<file path="config.mk">
export PLATFORM = sky130hd
export DESIGN_NAME = ori_exec_unit
export DESIGN_NICKNAME = d
export VERILOG_FILES = /design/src/rtl/ori_pkg.sv /design/src/rtl/ori_gen_path.sv /design/src/rtl/ori_sr_path.sv /design/src/rtl/ori_exec_unit.sv
export SDC_FILE = /design/constraint.sdc
export NUM_CORES = 1
export LEC_CHECK = 0
export BUFFER_PORTS_ARGS = -buffer_cell sky130_fd_sc_hd__buf_2
export CAP_MARGIN = 10
export CORE_MARGIN = 3
export CORE_UTILIZATION = 40
export CTS_BUF_LIST = sky130_fd_sc_hd__clkbuf_8
export CTS_CLUSTER_SIZE = 12
export DETAILED_ROUTE_END_ITERATION = 7
export PLACE_DENSITY_LB_ADDON = 0.3
export SLEW_MARGIN = 25
export SYNTH_ARGS = -nofsm -noshare
export SYNTH_HDL_FRONTEND = slang
export SYNTH_SLANG_ARGS = --single-unit
</file>
<file path="constraint.sdc">
create_clock -name clk -period 1.8 [get_ports clk]
set_input_delay 0.36 -clock clk [delete_from_list [all_inputs] [get_ports clk]]
set_output_delay 0.36 -clock clk [all_outputs]
set_load 0.1 [all_outputs]
</file>
<file path="src/rtl/ori_pkg.sv">
// Package: shared encodings and status-register layout for the immediate-OR unit.
// Assumes a 16-bit status register with trace at 15 and supervisor at 13.
package ori_pkg;
    typedef enum logic [1:0] {
        TGT_GEN  = 2'b00,
        TGT_CCR  = 2'b01,
        TGT_SR   = 2'b10,
        TGT_GEN2 = 2'b11
    } ori_target_e;

    typedef enum logic [1:0] {
        SZ_BYTE  = 2'b00,
        SZ_WORD  = 2'b01,
        SZ_LONG  = 2'b10,
        SZ_LONG2 = 2'b11
    } ori_size_e;

    localparam int SR_BIT_T = 15;
    localparam int SR_BIT_S = 13;
    localparam int CC_BIT_X = 4;
    localparam int CC_BIT_N = 3;
    localparam int CC_BIT_Z = 2;
    localparam int CC_BIT_V = 1;
    localparam int CC_BIT_C = 0;

    localparam logic [15:0] SR_IMPL_MASK = 16'hA71F;
    localparam logic [15:0] CC_MASK      = 16'h001F;
endpackage

</file>
<file path="src/rtl/ori_gen_path.sv">
// Module: size-aware OR of immediate and destination with sign/zero detection.
// Assumes DATA_W divisible by 4; byte is DATA_W/4 bits, word DATA_W/2.
module ori_gen_path #(
    parameter int DATA_W = 32
) (
    input  logic [DATA_W-1:0] imm,
    input  logic [DATA_W-1:0] dst,
    input  logic [1:0]        size,
    output logic [DATA_W-1:0] res,
    output logic              neg,
    output logic              zero
);
    import ori_pkg::*;

    localparam int BYTE_W = DATA_W / 4;
    localparam int WORD_W = DATA_W / 2;

    logic [DATA_W-1:0] merged;

    // Merge the whole width; size selection picks which part is kept.
    assign merged = imm | dst;

    // Select result slice and derive sign and zero at the chosen size.
    always_comb begin
        case (ori_size_e'(size))
            SZ_BYTE: begin
                res  = {dst[DATA_W-1:BYTE_W], merged[BYTE_W-1:0]};
                neg  = merged[BYTE_W-1];
                zero = (merged[BYTE_W-1:0] == '0);
            end
            SZ_WORD: begin
                res  = {dst[DATA_W-1:WORD_W], merged[WORD_W-1:0]};
                neg  = merged[WORD_W-1];
                zero = (merged[WORD_W-1:0] == '0);
            end
            default: begin
                res  = merged;
                neg  = merged[DATA_W-1];
                zero = (merged == '0);
            end
        endcase
    end
endmodule

</file>
<file path="src/rtl/ori_sr_path.sv">
// Module: next status-register value and privilege check for every target.
// Assumes sr_cur already has its unimplemented bits cleared.
module ori_sr_path #(
    parameter int SR_W = 16
) (
    input  logic [SR_W-1:0] sr_cur,
    input  logic [SR_W-1:0] imm,
    input  logic [1:0]      target,
    input  logic            gen_neg,
    input  logic            gen_zero,
    output logic [SR_W-1:0] sr_next,
    output logic            trap_req
);
    import ori_pkg::*;

    // Compute status update per target; raise trap for unprivileged SR write.
    always_comb begin
        sr_next  = sr_cur;
        trap_req = 1'b0;
        case (ori_target_e'(target))
            TGT_CCR: sr_next = sr_cur | (imm & CC_MASK);
            TGT_SR: begin
                if (sr_cur[SR_BIT_S]) begin
                    sr_next = sr_cur | (imm & SR_IMPL_MASK);
                end else begin
                    trap_req = 1'b1;
                end
            end
            default: begin
                sr_next[CC_BIT_N] = gen_neg;
                sr_next[CC_BIT_Z] = gen_zero;
                sr_next[CC_BIT_V] = 1'b0;
                sr_next[CC_BIT_C] = 1'b0;
            end
        endcase
    end
endmodule

</file>
<file path="src/rtl/ori_exec_unit.sv">
// Module: top of the immediate-OR execute unit; holds the status register
// and registers result, done and trap one edge after start.
// Assumes start is a single-cycle strobe; start wins over a direct SR load.
module ori_exec_unit #(
    parameter int          DATA_W   = 32,
    parameter int          SR_W     = 16,
    parameter logic [15:0] SR_RESET = 16'h2700
) (
    input  logic              clk,
    input  logic              rst_n,
    input  logic              start,
    input  logic [1:0]        target,
    input  logic [1:0]        size,
    input  logic [DATA_W-1:0] imm,
    input  logic [DATA_W-1:0] dst,
    input  logic              sr_wr_en,
    input  logic [SR_W-1:0]   sr_wr_data,
    output logic [DATA_W-1:0] result,
    output logic [SR_W-1:0]   sr_out,
    output logic              done,
    output logic              trap
);
    import ori_pkg::*;

    localparam int PAD_W = DATA_W - SR_W;

    logic [DATA_W-1:0] gen_res;
    logic              gen_neg;
    logic              gen_zero;
    logic [SR_W-1:0]   sr_q;
    logic [SR_W-1:0]   sr_next;
    logic              trap_req;
    logic [DATA_W-1:0] result_q;
    logic              done_q;
    logic              trap_q;
    logic              is_gen;

    ori_gen_path #(.DATA_W(DATA_W)) u_gen (
        .imm  (imm),
        .dst  (dst),
        .size (size),
        .res  (gen_res),
        .neg  (gen_neg),
        .zero (gen_zero)
    );

    ori_sr_path #(.SR_W(SR_W)) u_sr (
        .sr_cur   (sr_q),
        .imm      (imm[SR_W-1:0]),
        .target   (target),
        .gen_neg  (gen_neg),
        .gen_zero (gen_zero),
        .sr_next  (sr_next),
        .trap_req (trap_req)
    );

    // Decide whether the result port carries the operand or the status word.
    assign is_gen = (target == TGT_GEN) || (target == TGT_GEN2);

    // Register status, result and strobes; trap leaves all state untouched.
    always_ff @(posedge clk) begin
        if (!rst_n) begin
            sr_q     <= SR_RESET[SR_W-1:0] & SR_IMPL_MASK[SR_W-1:0];
            result_q <= '0;
            done_q   <= 1'b0;
            trap_q   <= 1'b0;
        end else begin
            done_q <= start;
            trap_q <= start & trap_req;
            if (start) begin
                sr_q <= sr_next;
                if (!trap_req) begin
                    result_q <= is_gen ? gen_res : {{PAD_W{1'b0}}, sr_next};
                end
            end else if (sr_wr_en) begin
                sr_q <= sr_wr_data & SR_IMPL_MASK[SR_W-1:0];
            end
        end
    end

    assign result = result_q;
    assign sr_out = sr_q;
    assign done   = done_q;
    assign trap   = trap_q;
endmodule

</file>
* Word-level counts from Yosys, hierarchy flattened
Index checks and enable logic that the tools add are counted.
** Cells by class
- Equal/unequal tests :: 4
- Multiplexer cells :: 11
- Bitwise logic cells :: 5
- Reductions and logical operators :: 8
** Operator list (number)
- $pmux W32 S2 :: 1
- $mux W16 :: 3
- $logic_not A32 Y1 :: 1
- $mux W32 :: 1
- $or A32 B32 Y32 :: 1
- $pmux W12 S2 :: 1
- $logic_not A16 Y1 :: 1
- $or A16 B16 Y16 :: 1
- $or A16 B5 Y16 :: 1
- $logic_not A8 Y1 :: 1
- $pmux W4 S2 :: 1
- $eq A2 B1 Y1 const B :: 2
- $eq A2 B2 Y1 const B :: 2
- $logic_not A2 Y1 :: 2
- $pmux W1 S2 :: 2
- $mux W1 :: 2
- $reduce_and A2 Y1 :: 1
- $reduce_bool A2 Y1 :: 1
- $and A1 B1 Y1 :: 1
- $logic_or A1 B1 Y1 :: 1
- $not A1 Y1 :: 1
** Storage, ports and cells
- Flip-flop bits (word level) :: 50
- Input bits :: 88
- Output and inout port bits :: 50
- Logic and storage cells :: 32

* Longest topological paths before layout
- Depth after elaboration :: 5
- Gate-level depth with buffers :: 8
- Mapped depth without buffers :: 7

* Hierarchy
A second synthesis with hierarchy kept.
** Unflattened totals
- Cell total of the unflattened synthesis :: 357
- Area, all modules :: 2837.7 µm²
** By module, submodules not included
- ori_exec_unit :: times used 1, cells an instance 243, area an instance 2085.8 µm², sequential area each 1001.0 µm²
- ori_gen_path :: times used 1, cells an instance 62, area an instance 407.9 µm², sequential area each 0.0 µm²
- ori_sr_path :: times used 1, cells an instance 52, area an instance 344.1 µm², sequential area each 0.0 µm²

* Worst setup path after synthesis
Ideal clock, no wire load.
- Path type :: register to register
- From :: register sr_q[13], in the netlist sr_out[13]
- To :: register result_q[1], in the netlist result[1]
- Library setup time :: 0.071 ns
- Arrival time :: 1.893 ns
- Required time :: 1.729 ns
- Path slack :: -0.164 ns
- Stages on the path, launching flop included :: 7
- Cell sequence :: dfxtp_1 > nand2b_2 > nand2_2 > buf_2 > nor3_1 > a21oi_1 > a21oi_1
** On the way
- Word-level cells in the longest chain between the ends :: 4
- Elaborated cells between the ends (all ways) :: 7
** Ends and longest elaborated chain
- start, declared :: RTL line ori_exec_unit.sv:30 : logic [SR_W-1:0] sr_q;
- start signal, assigned :: RTL line ori_exec_unit.sv:63 : sr_q <= SR_RESET[SR_W-1:0] & SR_IMPL_MASK[SR_W-1:0];
- start signal, assigned :: RTL line ori_exec_unit.sv:71 : sr_q <= sr_next;
- start signal, assigned :: RTL line ori_exec_unit.sv:76 : sr_q <= sr_wr_data & SR_IMPL_MASK[SR_W-1:0];
- $mux W1 :: RTL line ori_sr_path.sv:23 : if (sr_cur[SR_BIT_S]) begin
- $mux W1 :: RTL line ori_sr_path.sv:20 : case (ori_target_e'(target))
- $not A1 Y1 (no line)
- $reduce_and A2 Y1 (no line)
- end signal, assigned :: RTL line ori_exec_unit.sv:73 : result_q <= is_gen ? gen_res : {{PAD_W{1'b0}}, sr_next};
- end, declared :: RTL line ori_exec_unit.sv:33 : logic [DATA_W-1:0] result_q;
Several ways; a longest one is shown, not always the timed one.
A chain may end at the register's enable or synchronous reset.

* Worst setup path after layout
- From :: input target[0]
- To :: register result_q[9], in the netlist result[9]
** On the way
- Word-level cells in the longest chain between the ends :: 4
- Elaborated cells between the ends (all ways) :: 10
** Ends and longest elaborated chain
- start, declared :: RTL line ori_exec_unit.sv:12 : input logic [1:0] target,
- $eq A2 B2 Y1 :: RTL line ori_sr_path.sv:20
- $mux W1 :: RTL line ori_sr_path.sv:20
- $not A1 Y1 (no line)
- $reduce_and A2 Y1 (no line)
Several ways; a longest one is shown, not always the timed one.

==> impl_metrics.yaml <==
critical_path:
  arrival_ns: 1.71
  cp-start-kind: "input pin"
  crit_type: "input pin to flop"
  path_max_fanout: 4
  worstPathCellList: "buf_2, inv_1, ha_1, buf_4, nor2_1, nor2b_1, a21oi_1, nor3_1, o21a_1"
  critPathMaxStageDelay_ns: 0.31
  crit_slowest_cell: "ha_1"
  cp.required_ns: 1.99
  r2r-start: "sr_out[13]"
  reg2reg_depth: 5
  startpoint: "target[0]"
  crit_path_end_kind: "flop"
yosys:
  yosysUniqueCellTypes: 38
  syn_avg_cell_area_um2: 7.524
  synth.area.top_cells: "dfxtp_1 (39%), a21oi_1 (13%), nor2_1 (8.9%)"
  yosys.area.top_type: "dfxtp_1"
  ys_ff_latch: 44
  synth_area_mm2: 0.002272
  synth_warnings: 0
  synth_most_common_cell: "a21oi_1"
  ys_async_sr_fraction_pct: 0
  synth_top_area_share_pct: 38.77
  synthTopCellsByCount: "a21oi_1 (61), nor2_1 (54), dfxtp_1 (44), o21ai_0 (20), nand2_1 (18)"
  synth_edf_count: 0
  synth_flop_cell: "dfxtp_1"
  synth_seq_area_share_pct: 38.77
  synthCells: 302
global_routing:
  grt_overflow: 0
  track_usage_pct: 20.11
  grt_pass1_wl_um: 10380
  grt_start_max_net_pins: 36
  grt_pass1_vias: 2220
  antenna_found_initial: 0
sta:
  clock_skew_ns: 0.005170
  period_needed_ns: 1.523
  fin_ws_ns: 0.2772
  hold_viol_final: 0
  fmax_ghz: 0.6567
  rsz0062_at_grt: "false"
  fin_crit_sh_pct: 84.60
  finalSetupViolCount: 0
  hold_slack_ns: 0.3272
  slew_violations: 0
placement:
  place_inst: 491
  dp.final_hpwl_um: 5357
  dp_slack_ns: -0.002200
  gp_congestion: 0.7959
  numPortBuffers: 125
worst_hold_path:
  worstHoldStart: "sr_wr_data[13]"
  min_delay_path_depth: 3
  worstHoldPathType: "input pin to flop"
cts:
  cts_max_level: 2
  numCtsBuffers: 5
  insertion_delay_ns: 0.29
  clockBufferDepth: 2
  cts_tree: "done"
  postCtsHoldBufs: 0
  cts.sinks: 44
  clk_pin_slew_ns: 0.08
  cts_root_buf: "clkbuf_8"
  cts_resized: 0
  postCtsSetupBuffers: 0
floorplan:
  core_mm2: 0.005303
  die_x_um: 81.37
  die-area_mm2: 0.006621
  initial_core_util_pct: 42.85
  die_y_um: 81.37
  pin_count: 138
  num_rows: 26
power_and_ir_drop:
  vdd_drop_max_mv: 0.4950
  leakagePower_nw: 1.462
  p_total_mw: 2.897
  power_density_mw_per_mm2: 936.4
drt:
  initialDrtViolationCount: 101
  ant_nets: 0
  route.detailed.drc: 0
  drt-total-wl_um: 6873
  wl_per_cell_um: 13.83
  drt_pass1_iterations: 4
  num_vias: 2588
  via_per_inst: 5.207
final_layout:
  diodes: 0
  nets: 518
  stdcell_count: 497
  area_growth_syn_to_layout_pct: 36.18
  layout-drive-gt1-share_pct: 37.24
  fill_cells: 530
run:
  cap_violations: 0
run_status:
  status: "finished, final reports clean"
## layout by cell type (no fill, tap or decap), types with 2 or more instances in the layout
cell	Yosys	routed
nor2_1	54	54
buf_12	0	2
or2_2	3	3
nand4_1	4	4
a21o_1	4	4
nor2b_1	7	7
a21oi_1	61	61
mux2i_1	3	3
mux2_2	7	7
ha_1	2	2
inv_1	3	3
o21ai_0	20	20
buf_2	10	125
o21a_1	4	4
nor3_1	7	7
conb_1	1	6
nand2_1	18	18
or3_1	2	2
a31oi_1	3	3
clkbuf_8	0	5
nor4_1	15	15
dfxtp_1	44	43
a211oi_1	3	3
buf_4	7	10
## layer usage
layer | track usage, % | up-vias | routed length [µm]
li1 | - | 1308 | -
met1 | 25.92 | 1174 | 2980
met2 | 34.36 | 101 | 3255
met3 | 3.991 | 5 | 598
met4 | 4.730 | 0 | 38
met5 | 0 | - | 0
## power breakdown
group          switching [mW]  internal (mW)
registers              0.0406           1.04
clock network           0.312          0.398
logic                   0.833          0.270
total                    1.19           1.71
## sequential cells by signal, summed over array words and instances (netlist names)
name    count
result     32
sr_out     10
done        1
trap        1
## critical path: cells and delay by family
| kind | cells | cell delay, ns |
|---|---|---|
| buffers and inverters | 3 | 0.28 |
| adders and majority gates | 1 | 0.31 |
| and+or+nand+nor | 3 | 0.39 |
| AOI/OAI and AO/OA | 2 | 0.38 |
## cells by family (layout without fill, tap and decap cells)
| family | count (synthesis) | after routing | share of synthesized area (%) |
|---|---|---|---|
| flops | 44 | 44 | 38.77 |
| mux | 10 | 10 | 4.791 |
| other cells | 1 | 6 | 0.1650 |
| compound gates | 101 | 101 | 24.67 |
| simple gates | 118 | 118 | 24.50 |
| fa+ha+maj | 2 | 2 | 1.101 |
| buf+inv | 26 | 146 | 6.002 |
## cell type report
| class | count | area (µm²) | area share, % |
|---|---|---|---|
| Clock buffer | 5 | 68.82 | 2.224 |
| Multi-Input combinational cell | 237 | 1274 | 41.16 |
| Clock inverter | 1 | 30.03 | 0.9705 |
| Tap cell | 70 | 87.58 | 2.831 |
| Timing Repair Buffer | 137 | 740.7 | 23.94 |
| Sequential cell | 44 | 882.1 | 28.51 |
| Inverter | 3 | 11.26 | 0.3639 |
## through the flow
step,TNS [ns],cell area [µm²],util [%]
after floorplan,0,2292,-
after global placement,0,2995,56.49
after detailed placement,-0.002685,2995,56.49
after CTS,0,3094,58.35
after global routing,0,3094,58.35
final,0,3094,58.35
## path summary, 6_finish.rpt
kind | end | slack, ns
hold / removal | sr_out[13] | 0.33
hold reg to reg | result[5] | 0.46
setup reg to reg | sr_out[4] | 0.45
setup / recovery | result[9] | 0.28
No activity file was read; power rests on OpenSTA's default activity.
